File: src/rtl/mbx_irq_gen.sv
module mbx_irq_gen #(
  parameter int ADDR_W = 14
) (
  input  logic              clk,
  input  logic              rst_n,
  input  logic              irq_en,
  input  logic              l_cs_n,
  input  logic              l_rw,
  input  logic [ADDR_W-1:0] l_addr,
  input  logic              r_cs_n,
  input  logic              r_rw,
  input  logic [ADDR_W-1:0] r_addr,
  output logic              l_irq_n,
  output logic              r_irq_n
);
  localparam logic [ADDR_W-1:0] TO_R_ADDR = '1;
  localparam logic [ADDR_W-1:0] TO_L_ADDR = TO_R_ADDR - 1'b1;

  logic to_r_flag, to_l_flag;
  logic to_r_set, to_r_clr, to_l_set, to_l_clr;

  assign to_r_set = !l_cs_n && !l_rw && (l_addr == TO_R_ADDR);
  assign to_r_clr = !r_cs_n &&  r_rw && (r_addr == TO_R_ADDR);
  assign to_l_set = !r_cs_n && !r_rw && (r_addr == TO_L_ADDR);
  assign to_l_clr = !l_cs_n &&  l_rw && (l_addr == TO_L_ADDR);

  always_ff @(posedge clk or negedge rst_n) begin
    if (!rst_n) begin
      to_r_flag <= 1'b0;
      to_l_flag <= 1'b0;
    end else if (!irq_en) begin
      to_r_flag <= 1'b0;
      to_l_flag <= 1'b0;
    end else begin
      if (to_r_set)      to_r_flag <= 1'b1;
      else if (to_r_clr) to_r_flag <= 1'b0;
      if (to_l_set)      to_l_flag <= 1'b1;
      else if (to_l_clr) to_l_flag <= 1'b0;
    end
  end

  assign r_irq_n = ~to_r_flag;
  assign l_irq_n = ~to_l_flag;
endmodule


File: config.mk
export PLATFORM = sky130hd
export DESIGN_NAME = mbx_irq_gen
export DESIGN_NICKNAME = d
export VERILOG_FILES = /design/src/rtl/mbx_irq_gen.sv
export SDC_FILE = /design/constraint.sdc
export NUM_CORES = 1
export LEC_CHECK = 0
export BUFFER_PORTS_ARGS = -buffer_cell sky130_fd_sc_hd__buf_2
export CAP_MARGIN = 20
export CORE_AREA = 2 2 39 41
export CTS_CLUSTER_DIAMETER = 200
export DETAILED_ROUTE_END_ITERATION = 6
export DIE_AREA = 0 0 41 43
export GPL_ROUTABILITY_DRIVEN = 0
export HOLD_SLACK_MARGIN = 0.02
export PLACE_DENSITY = 0.57
export SLEW_MARGIN = 40
export SYNTH_ARGS = -nofsm -noshare
export SYNTH_HDL_FRONTEND = slang
export SYNTH_SLANG_ARGS = --single-unit
File: constraint.sdc
create_clock -name clk -period 0.9 [get_ports clk]
set_clock_uncertainty 0.15 [all_clocks]
set_input_delay 0.135 -clock clk [delete_from_list [all_inputs] [get_ports clk]]
set_output_delay 0.135 -clock clk [all_outputs]
set_load 0.1 [all_outputs]
### After elaboration in Yosys (flattened, before gate mapping)

Cells that the tools add are included.

| storage, ports and cells | value |
|---|---|
| bits in registers | 2 |
| bits of input ports | 35 |
| output and inout bits | 2 |
| word-level logic and storage cells | 28 |

| cells by class | value |
|---|---|
| equality and inequality tests | 6 |
| muxes and demuxes | 6 |
| bitwise logic cells | 2 |
| reduce and logical (&&, ||, !) cells | 12 |

Operators by type and width:

| cell | number |
|---|---|
| 14-bit equality test (second input constant) | 4 |
| 1-bit logical AND | 8 |
| 1-bit 2-to-1 mux | 6 |
| 3-bit by 1-bit inequality test with 1-bit output (second input constant) | 2 |
| 1-bit logical NOT | 4 |
| 1-bit inverter | 2 |

### Longest topological paths before layout

Gate-level depths: netlist of run 1.

| logic depth | value |
|---|---|
| depth after elaboration | 6 |
| depth in mapped cells | 4 |
| gate-level depth less buffers | 4 |

### Least setup slack after synthesis of run 1

Ideal clock, no wire load.

| timing path | value |
|---|---|
| kind | register to output |
| start | register to_l_flag |
| end | output port l_irq_n |
| arrival time | 0.946 ns |
| data required time | 0.615 ns |
| slack | -0.331 ns |
| cell stages (with the launch flop) | 2 |
| buffers on the path | 0 |
| cell sequence | dfrtp_1 > inv_1 |

| on the way | value |
|---|---|
| cells in the longest elaborated chain, start to end | 1 |

Ends and longest elaborated chain:

| what | RTL line | source |
|---|---|---|
| start: declaration | 19 | `logic to_r_flag, to_l_flag;` |
| start signal: assignment | 30 | `to_l_flag <= 1'b0;` |
| start signal: assignment | 33 | `to_l_flag <= 1'b0;` |
| start signal: assignment | 37 | `if (to_l_set) to_l_flag <= 1'b1;` |
| 1-bit inverter | 43 | `assign l_irq_n = ~to_l_flag;` |
| end: declaration | 13 | `output logic l_irq_n,` |

No other way between the ends.

### Worst setup path in the final report of run 1

Same ends and word-level chain as after synthesis.

==> impl_metrics.py, run 1 <==
metrics = {
    "routing": {
        "wirelength_um": 763,
        "initialDrtViolationCount": 0,
        "drc": 0,
        "final_antenna_net_count": 0,
        "routed_via_density": 4.28,
        "wl_per_cell_um": 9.19,
        "drt-pass1-iter-count": 1,
        "vias": 355,
    },
    "cells_and_area": {
        "num-fill-cells": 141,
        "antenna_cells": 0,
        "fin_area_sq_um": 526,
        "synthToLayoutAreaGrowth_pct": 176,
        "nets": 104,
        "layout_common_cells": "buf_2, nand4_1, clkbuf_4, buf_6, buf_4",
        "final_common_cell": "buf_2",
        "drive_above_1_share_pct": 73.1,
    },
    "placement": {
        "place_ws_ps": -246,
        "io_buffers": 36,
        "placed_cell_area_sq_um": 443,
    },
    "yosys": {
        "yosysWarningCount": 0,
        "synthAdderAreaFrac_pct": 0,
        "yosysSeqAreaShare_pct": 26.3,
        "syn_area_per_cell_sq_um": 7.92,
        "synth_top_family_by_area": "simple AND/OR/NAND/NOR gates",
        "synth_cells": 24,
        "syn_nets": 59,
        "yosys.area_share.simple_pct": 64.5,
        "synthMuxAreaShare_pct": 0,
        "synth_compound_area_share_pct": 5.26,
        "synth_xor_xnor_area_share_pct": 0,
        "netlist-cell-type-count": 12,
        "syn_area_sq_um": 190,
        "yosys_register_bits": 2,
    },
    "sta": {
        "clock.fmax_mhz": 855,
        "slew_viol_final": 0,
        "hold_violations": 0,
        "fin_ws_ps": -269,
        "rsz0062_at_grt": "true",
        "period_share_pct": 130,
        "worst_slew_pin_slew_ps": 202,
        "min_period_ps": 1170,
        "setup_viol": 4,
        "relSlewSlack_pct": 86.5,
    },
    "clock_network": {
        "cts_tree": "yes",
        "worst_setup_hold_path_clk_slew_ps": 30,
        "root_buffer": "clkbuf_4",
        "cts_buffers": 3,
        "cts_htree_levels": 1,
        "cts.sinks": 2,
        "clock_latency_ps": 230,
        "clk_path_buf_depth": 2,
    },
    "critical_path": {
        "arrival_ps": 880,
        "cp-start-kind": "register",
        "cpMaxStageDelayCell": "dfrtp_1",
        "cp_cell_sequence": "clkinvlp_4, buf_12",
        "critical-path-max-stage-delay_ps": 370,
        "required_ps": 610,
        "crit_type": "reg2out",
        "end_kind": "output pin",
        "critPathMaxFanout": 2,
        "path_delay_family": "flip-flops",
        "critical_path_buf_inv_count": 2,
    },
    "global_routing": {
        "grt_overflow": 0,
        "top_usage_layer": "met2",
        "grtUsageTotal_pct": 10.1,
        "antenna_found_initial": 0,
        "grt_util_met3_pct": 2.09,
        "grt_pass1_vias": 348,
        "grt.met1_usage_pct": 9.27,
        "grt_pass1_wl_mm": 1.20,
        "grt_use_met2_pct": 17.5,
        "grt_max_degree": 5,
    },
    "floorplan": {
        "core.rowCount": 14,
        "die_h_um": 43,
        "initial_core_util_pct": 13.7,
        "die_area_sq_um": 1760,
        "die_width_um": 41,
        "pin_count": 37,
        "coreArea_sq_um": 1380,
    },
    "run": {
        "cap_violations": 0,
    },
    "power": {
        "p_per_area_nw_per_um2": 776,
        "p_leak_nw": 0.265,
        "peakVddDrop_mv": 0.240,
    },
    "worst_hold_path": {
        "hp-class": "in2reg",
    },
    "outcome": {
        "status": "complete, but fails checks",
        "violations": "negative setup slack",
    },
}
==> flip-flops by register name, indices dropped and copies added (netlist names) <==
name	count
to_l_flag	1
to_r_flag	1
==> what timing repair did <==
item / in CTS / in global routing
gates resized for setup: 1 / 6
buffers inserted: 2 / 0
endpoints found under the hold margin: 2 / 0
setup endpoints to repair: 3 / 4
hold buffers: 1 / 0
pin swaps: 2 / 5
==> stage by stage <==
step           cells  utilization [%]  power (mW)  hold WS [ps]  setup TNS, ps
2_1_floorplan     24                -       0.107          -311           -453
3_3_place_gp      78             32.0       0.186          -227           -500
3_5_place_dp      78             32.0       0.189          -229           -518
4_1_cts           83             35.1       0.401          23.4           -567
5_1_grt           83             38.0       0.435          51.1           -752
6_report          83             38.0       0.408          23.6           -559
==> worst reg2reg max path, cell delays in order (launching register included) <==
cell and delay [ps]:
dfrtp_1 390, buf_4 150, nand2_2 50, o21ai_1 50
==> cells in the mapped netlist <==
master / n / area share, %
and3b_1: 1 / 4.6
dfrtp_1: 2 / 26
inv_1: 2 / 3.9
nand2_1: 3 / 5.9
nand2b_4: 1 / 7.2
nand3_1: 1 / 2.6
nand4_1: 6 / 20
nand4b_1: 2 / 9.2
nor2_1: 1 / 2.0
nor4_1: 2 / 6.6
nor4_2: 1 / 6.6
o21ai_1: 2 / 5.3
==> kinds of logic after synthesis <==
logic type      Yosys count
flops                     2
compound gates            2
buf+inv                   2
simple gates             18
==> report_power, final <==
group | internal, mW | switching [mW]
combinational | 0.0749 | 0.0371
sequential | 0.0906 | 0.00000249
clock | 0.148 | 0.0575
total | 0.313 | 0.0947
==> routing by layer <==
metal | up-vias | wire, um
met5 | - | 0
li1 | 182 | -
met1 | 149 | 236
met3 | 2 | 86
met4 | 0 | 15
met2 | 22 | 424
==> worst paths after layout <==
check,cells past startpoint,endpoint,startpoint,slack [ps]
worst max-delay path,2,l_irq_n,to_l_flag,-270
worst min-delay path,3,to_r_flag,irq_en,20
worst max register to register,3,to_r_flag,to_r_flag,-10
worst min register to register,3,to_r_flag,to_r_flag,530
max in group asynchronous,2,to_r_flag,rst_n,430
min in group asynchronous,2,to_l_flag,rst_n,70
==> layout make-up <==
cell class | instances | area (sq um) | area share [%]
timing repair buffer | 40 | 262 | 49.8
multi-input combinational | 20 | 156 | 29.8
clock buffer | 3 | 22.5 | 4.29
sequential | 2 | 50.0 | 9.52
tap | 16 | 20.0 | 3.81
inverter | 2 | 15.0 | 2.86
Note: power is estimated with default switching activity, not from simulation.
==> run 2, diff against run 1 <==
--- a/config.mk
+++ b/config.mk
@@ -7,10 +7,10 @@
 export LEC_CHECK = 0
 export BUFFER_PORTS_ARGS = -buffer_cell sky130_fd_sc_hd__buf_2
 export CAP_MARGIN = 20
-export CORE_AREA = 2 2 39 41
+export CORE_AREA = 10 10 47 49
 export CTS_CLUSTER_DIAMETER = 200
 export DETAILED_ROUTE_END_ITERATION = 6
-export DIE_AREA = 0 0 41 43
+export DIE_AREA = 0 0 57 59
 export GPL_ROUTABILITY_DRIVEN = 0
 export HOLD_SLACK_MARGIN = 0.02
 export PLACE_DENSITY = 0.57
==> run 2 against run 1 <==
  * The flow still finishes with violations (negative setup slack)
  * Maximum frequency down 0.18%
  * Global-route usage shrank 4.1 points
  * Die area is 91% higher
  * Final area is 4.5% lower
  * Sequential share of layout area grew 0.45 points
  * Clock power is essentially flat
  * Worst hold slack better by 8.9 ps
  * Count of clock-buffer cells in the layout did not move
  * Non-clock buffer count rose by 2
  * Utilization fell by 2.2 points
  * Via count is 2.5% higher
  * Critical endpoint is now r_irq_n
==> impl_metrics.py, run 2 (synthesis results as in run 1) <==
metrics = {
    "routing": {
        "initialDrtViolationCount": 0,
        "routed_via_density": 4.28,
        "vias": 364,
        "wirelength_mm": 1.01,
        "final_antenna_net_count": 0,
        "wl_per_cell_um": 11.9,
        "drt-pass1-iter-count": 1,
        "drc": 0,
    },
    "critical_path": {
        "rrSetupSlack_ps": -230,
        "reg2reg_to": "to_l_flag",
        "worstReg2RegStart": "to_l_flag",
        "crit_type": "reg2out",
        "critPathMaxFanout": 2,
        "required_ps": 610,
        "end_kind": "output pin",
        "arrival_ps": 890,
        "r2r_cells": 5,
        "cp-start-kind": "register",
    },
    "floorplan": {
        "pin_count": 37,
        "initial_core_util_pct": 13.6,
        "coreArea_sq_um": 1400,
        "core.rowCount": 14,
        "die_h_um": 59,
        "die_width_um": 57,
        "die_area_sq_um": 3360,
    },
    "worst_hold_path": {
        "hp-class": "in2reg",
        "min_from": "irq_en",
        "hold_end": "to_r_flag",
        "whs_path_depth": 3,
    },
    "global_routing": {
        "grt_pass1_vias": 395,
        "grtUsageTotal_pct": 6.01,
        "grt_max_degree": 5,
        "antenna_found_initial": 0,
        "grt_pass1_wl_mm": 1.50,
        "grt_overflow": 0,
    },
    "sta": {
        "min_period_ps": 1170,
        "fin_ws_ps": -272,
        "relSlewSlack_pct": 82.7,
        "worst_slew_pin_slew_ps": 257,
        "setup_viol": 3,
        "hold_violations": 0,
        "slew_viol_final": 0,
        "rsz0062_at_grt": "true",
        "period_share_pct": 130,
        "clock.fmax_mhz": 854,
    },
    "clock_network": {
        "clock_latency_ps": 220,
        "clk_path_buf_depth": 2,
        "worst_setup_hold_path_clk_slew_ps": 30,
        "cts_buffers": 3,
        "cts_tree": "yes",
        "root_buffer": "clkbuf_4",
        "cts.sinks": 2,
        "cts_htree_levels": 1,
    },
    "cells_and_area": {
        "drive_above_1_share_pct": 69.6,
        "fin_area_sq_um": 502,
        "nets": 106,
        "synthToLayoutAreaGrowth_pct": 164,
        "layout_common_cells": "buf_2, nand4_1, buf_4",
        "final_common_cell": "buf_2",
        "antenna_cells": 0,
        "reg_top3": "to_l_flag: 1 flops, to_r_flag: 1 flops",
    },
    "placement": {
        "io_buffers": 36,
        "placed_cell_area_sq_um": 443,
    },
    "power": {
        "p_leak_nw": 0.259,
        "p_per_area_nw_per_um2": 780,
        "power.total_uw": 391,
        "peakVddDrop_mv": 0.268,
    },
    "run": {
        "cap_violations": 0,
    },
    "outcome": {
        "violations": "negative setup slack",
        "status": "complete, but fails checks",
    },
}
## run 2: changes by cell type in the layout (fill, tap and decap cells not counted)
cell / delta
nor4_1: +2
buf_6: -2
nor4_2: -1
nand2_2: -1
nand2_1: +1
nor4_4: -1
buf_2: +3
buf_4: +1
## run 2: how the worst max path moves through the flow
| stage | depth (start not counted) | endpoint | startpoint |
|---|---|---|---|
| 2_1_floorplan | 1 | l_irq_n | to_l_flag |
| 3_3_place_gp | 5 | to_l_flag | l_addr[12] |
| 3_5_place_dp | 5 | to_l_flag | l_addr[12] |
| 4_1_cts | 2 | r_irq_n | to_r_flag |
| 5_1_grt | 2 | r_irq_n | to_r_flag |
| 6_report | 2 | r_irq_n | to_r_flag |
## run 2: per-layer routing
metal  global-route usage [%]  vias to the layer above  wire (um)
met5                        0                        -          0
met4                     6.04                        0         25
met3                     4.72                        4        133
met2                     9.30                       22        491
met1                     4.64                      152        359
li1                         -                      186          -
## run 2: critical path, stage by stage (launching register included)
cell	delay (ps)
dfrtp_1	380
clkinvlp_4	110
buf_12	170
## run 2: power breakdown
group / total (mW) / internal, mW / switching [mW]
Combinational: 0.0985 / 0.0664 / 0.0320
Sequential: 0.0906 / 0.0906 / 0.00000252
Clock: 0.202 / 0.147 / 0.0548
## run 2: cell type report
| class | count | area [sq um] |
|---|---|---|
| repair buffers | 42 | 262 |
| clock buffers | 3 | 22.5 |
| multi-input cells | 20 | 133 |
| well taps | 16 | 20.0 |
| fillers | 157 | 900 |
| flip-flops and latches | 2 | 50.0 |
| inverters | 2 | 15.0 |
## run 2: timing repair
item,4_1_cts,5_1_grt
hold buffers,1,0
setup buffers,2,1
pin swaps,2,0
gates resized for setup,0,1
endpoints found under the hold margin,2,0
endpoints found under the setup margin,3,4
## run 2: stage by stage
step	util [%]	setup TNS (ps)	cells	hold WS [ps]	worst slack, ps
global route	35.8	-912	85	31.3	-311
detailed placement	31.6	-613	78	-229	-305
CTS	35.0	-676	84	25.1	-278
finish	35.8	-765	85	32.5	-272
global placement	31.6	-590	78	-226	-312
floorplan	-	-453	24	-311	-166
==> run 3, diff against run 2 <==
--- a/config.mk
+++ b/config.mk
@@ -14,6 +14,7 @@
 export GPL_ROUTABILITY_DRIVEN = 0
 export HOLD_SLACK_MARGIN = 0.02
 export PLACE_DENSITY = 0.57
+export SKIP_CTS_REPAIR_TIMING = 1
 export SLEW_MARGIN = 40
 export SYNTH_ARGS = -nofsm -noshare
 export SYNTH_HDL_FRONTEND = slang
==> run 3 against run 2 <==
  * The run still ends with negative setup slack left
  * Global-route usage down 0.26 points
  * Critical path depth did not move
  * Final area is 2.2% lower
  * Count of clock-buffer cells in the layout unchanged
  * Sequential share of layout area up 0.23 points
  * Routed wire length hardly changed
  * Cell count is 1.2% lower
  * Register-to-register slack improved by 100 ps
  * Combinational power hardly changed
  * Sequential cell count stayed put
  * Clock power about the same
  * Largest cell class unchanged
  * Largest power group unchanged
==> impl_metrics.py, run 3 (synthesis results as in run 1) <==
metrics = {
    "outcome": {
        "status": "complete, but fails checks",
        "violations": "negative setup slack",
    },
    "cells_and_area": {
        "layout_common_cells": "buf_2, nand4_1, buf_4",
        "reg_top3": "to_l_flag: 1 flops, to_r_flag: 1 flops",
        "finalNonFillerCells": 84,
        "nets": 105,
        "synthToLayoutAreaGrowth_pct": 158,
        "num-fill-cells": 155,
        "antenna_cells": 0,
        "final_common_cell": "buf_2",
        "drive_above_1_share_pct": 69.1,
        "utilization_pct": 35.0,
    },
    "sta": {
        "setup_viol": 4,
        "slew_viol_final": 0,
        "worst_slew_pin_slew_ps": 263,
        "rsz0062_at_grt": "true",
        "hold_violations": 0,
        "fin_ws_ps": -271,
        "min_period_ps": 1170,
        "clock.fmax_mhz": 854,
        "period_share_pct": 130,
        "relSlewSlack_pct": 82.3,
        "fin_setup_tns_ps": -695,
    },
    "clock_network": {
        "cts_tree": "yes",
        "worst_setup_hold_path_clk_slew_ps": 30,
        "cts_buffers": 3,
        "cts_htree_levels": 1,
        "cts.sinks": 2,
        "root_buffer": "clkbuf_4",
        "clock_latency_ps": 220,
        "clk_path_buf_depth": 2,
    },
    "critical_path": {
        "r2r_cells": 4,
        "crit_type": "reg2out",
        "path_delay_family": "flip-flops",
        "cp-start-kind": "register",
        "end_kind": "output pin",
        "critical_path_buf_inv_count": 2,
        "cp_cell_sequence": "clkinvlp_4, buf_12",
        "cpMaxStageDelayCell": "dfrtp_1",
        "critical-path-max-stage-delay_ps": 380,
        "reg2reg_to": "to_l_flag",
        "rrSetupSlack_ps": -130,
        "critPathMaxFanout": 2,
        "worstReg2RegStart": "to_l_flag",
        "required_ps": 610,
        "arrival_ps": 890,
    },
    "floorplan": {
        "pin_count": 37,
        "core.rowCount": 14,
        "coreArea_sq_um": 1400,
        "initial_core_util_pct": 13.6,
        "die_width_um": 57,
        "die_area_sq_um": 3360,
        "die_h_um": 59,
    },
    "worst_hold_path": {
        "hold_end": "to_r_flag",
        "hp-class": "in2reg",
        "min_from": "l_rw",
        "whs_path_depth": 3,
    },
    "routing": {
        "routed_via_density": 4.24,
        "wl_per_cell_um": 12.0,
        "drc": 0,
        "wirelength_mm": 1.01,
        "drt-pass1-iter-count": 3,
        "final_antenna_net_count": 0,
        "vias": 356,
        "initialDrtViolationCount": 5,
    },
    "global_routing": {
        "grt_overflow": 0,
        "antenna_found_initial": 0,
        "grt_max_degree": 5,
        "grtUsageTotal_pct": 5.75,
        "grt_pass1_wl_mm": 1.41,
        "grt_pass1_vias": 370,
    },
    "power": {
        "p_leak_nw": 0.253,
        "power.total_uw": 391,
        "peakVddDrop_mv": 0.273,
        "p_per_area_nw_per_um2": 797,
    },
    "placement": {
        "place_inst": 78,
        "io_buffers": 36,
        "place_ws_ps": -305,
    },
    "run": {
        "cap_violations": 0,
    },
}
run 3: worst max-delay path by stage:
stage	startpoint	end	slack [ps]	cells after the start
2_1_floorplan	to_l_flag	l_irq_n	-170	1
6_report	to_r_flag	r_irq_n	-270	2
5_1_grt	to_l_flag	l_irq_n	-310	2
3_5_place_dp	l_addr[12]	to_l_flag	-310	5
3_3_place_gp	l_addr[12]	to_l_flag	-310	5
4_1_cts	to_l_flag	l_irq_n	-290	2
run 3: cell type report:
class                           instances  area (sq um)  area share [%]
Clock buffer                            3          22.5            4.59
Inverter                                2          15.0            3.06
Multi-Input combinational cell         20           133            27.0
Sequential cell                         2          50.0            10.2
Timing Repair Buffer                   41           250            51.0
Tap cell                               16          20.0            4.08
run 3: tightest hold or removal path, stage by stage:
cell and delay [ps]:
buf_2 80, nand4b_1 100, o21ai_1 60
run 3: metal layers:
layer | vias up | track usage [%] | share of wire (%)
met2 | 22 | 8.37 | 49
met4 | 0 | 6.04 | 2.5
li1 | 184 | - | -
met5 | - | 0 | 0
met3 | 4 | 4.72 | 13
met1 | 146 | 4.63 | 36
run 3: power breakdown:
| part | leakage (nW) | internal (mW) | switching, mW |
|---|---|---|---|
| registers | 0.0280 | 0.0906 | 0.00000262 |
| logic | 0.212 | 0.0665 | 0.0321 |
| clock network | 0.0138 | 0.147 | 0.0543 |
| total | 0.253 | 0.304 | 0.0864 |
run 3: per-stage QoR:
step,hold slack (ps),instance area [sq um]
finish,38.3,490
global route,31.0,490
CTS,-472,465
detailed placement,-229,443
global placement,-226,443
floorplan,-311,198
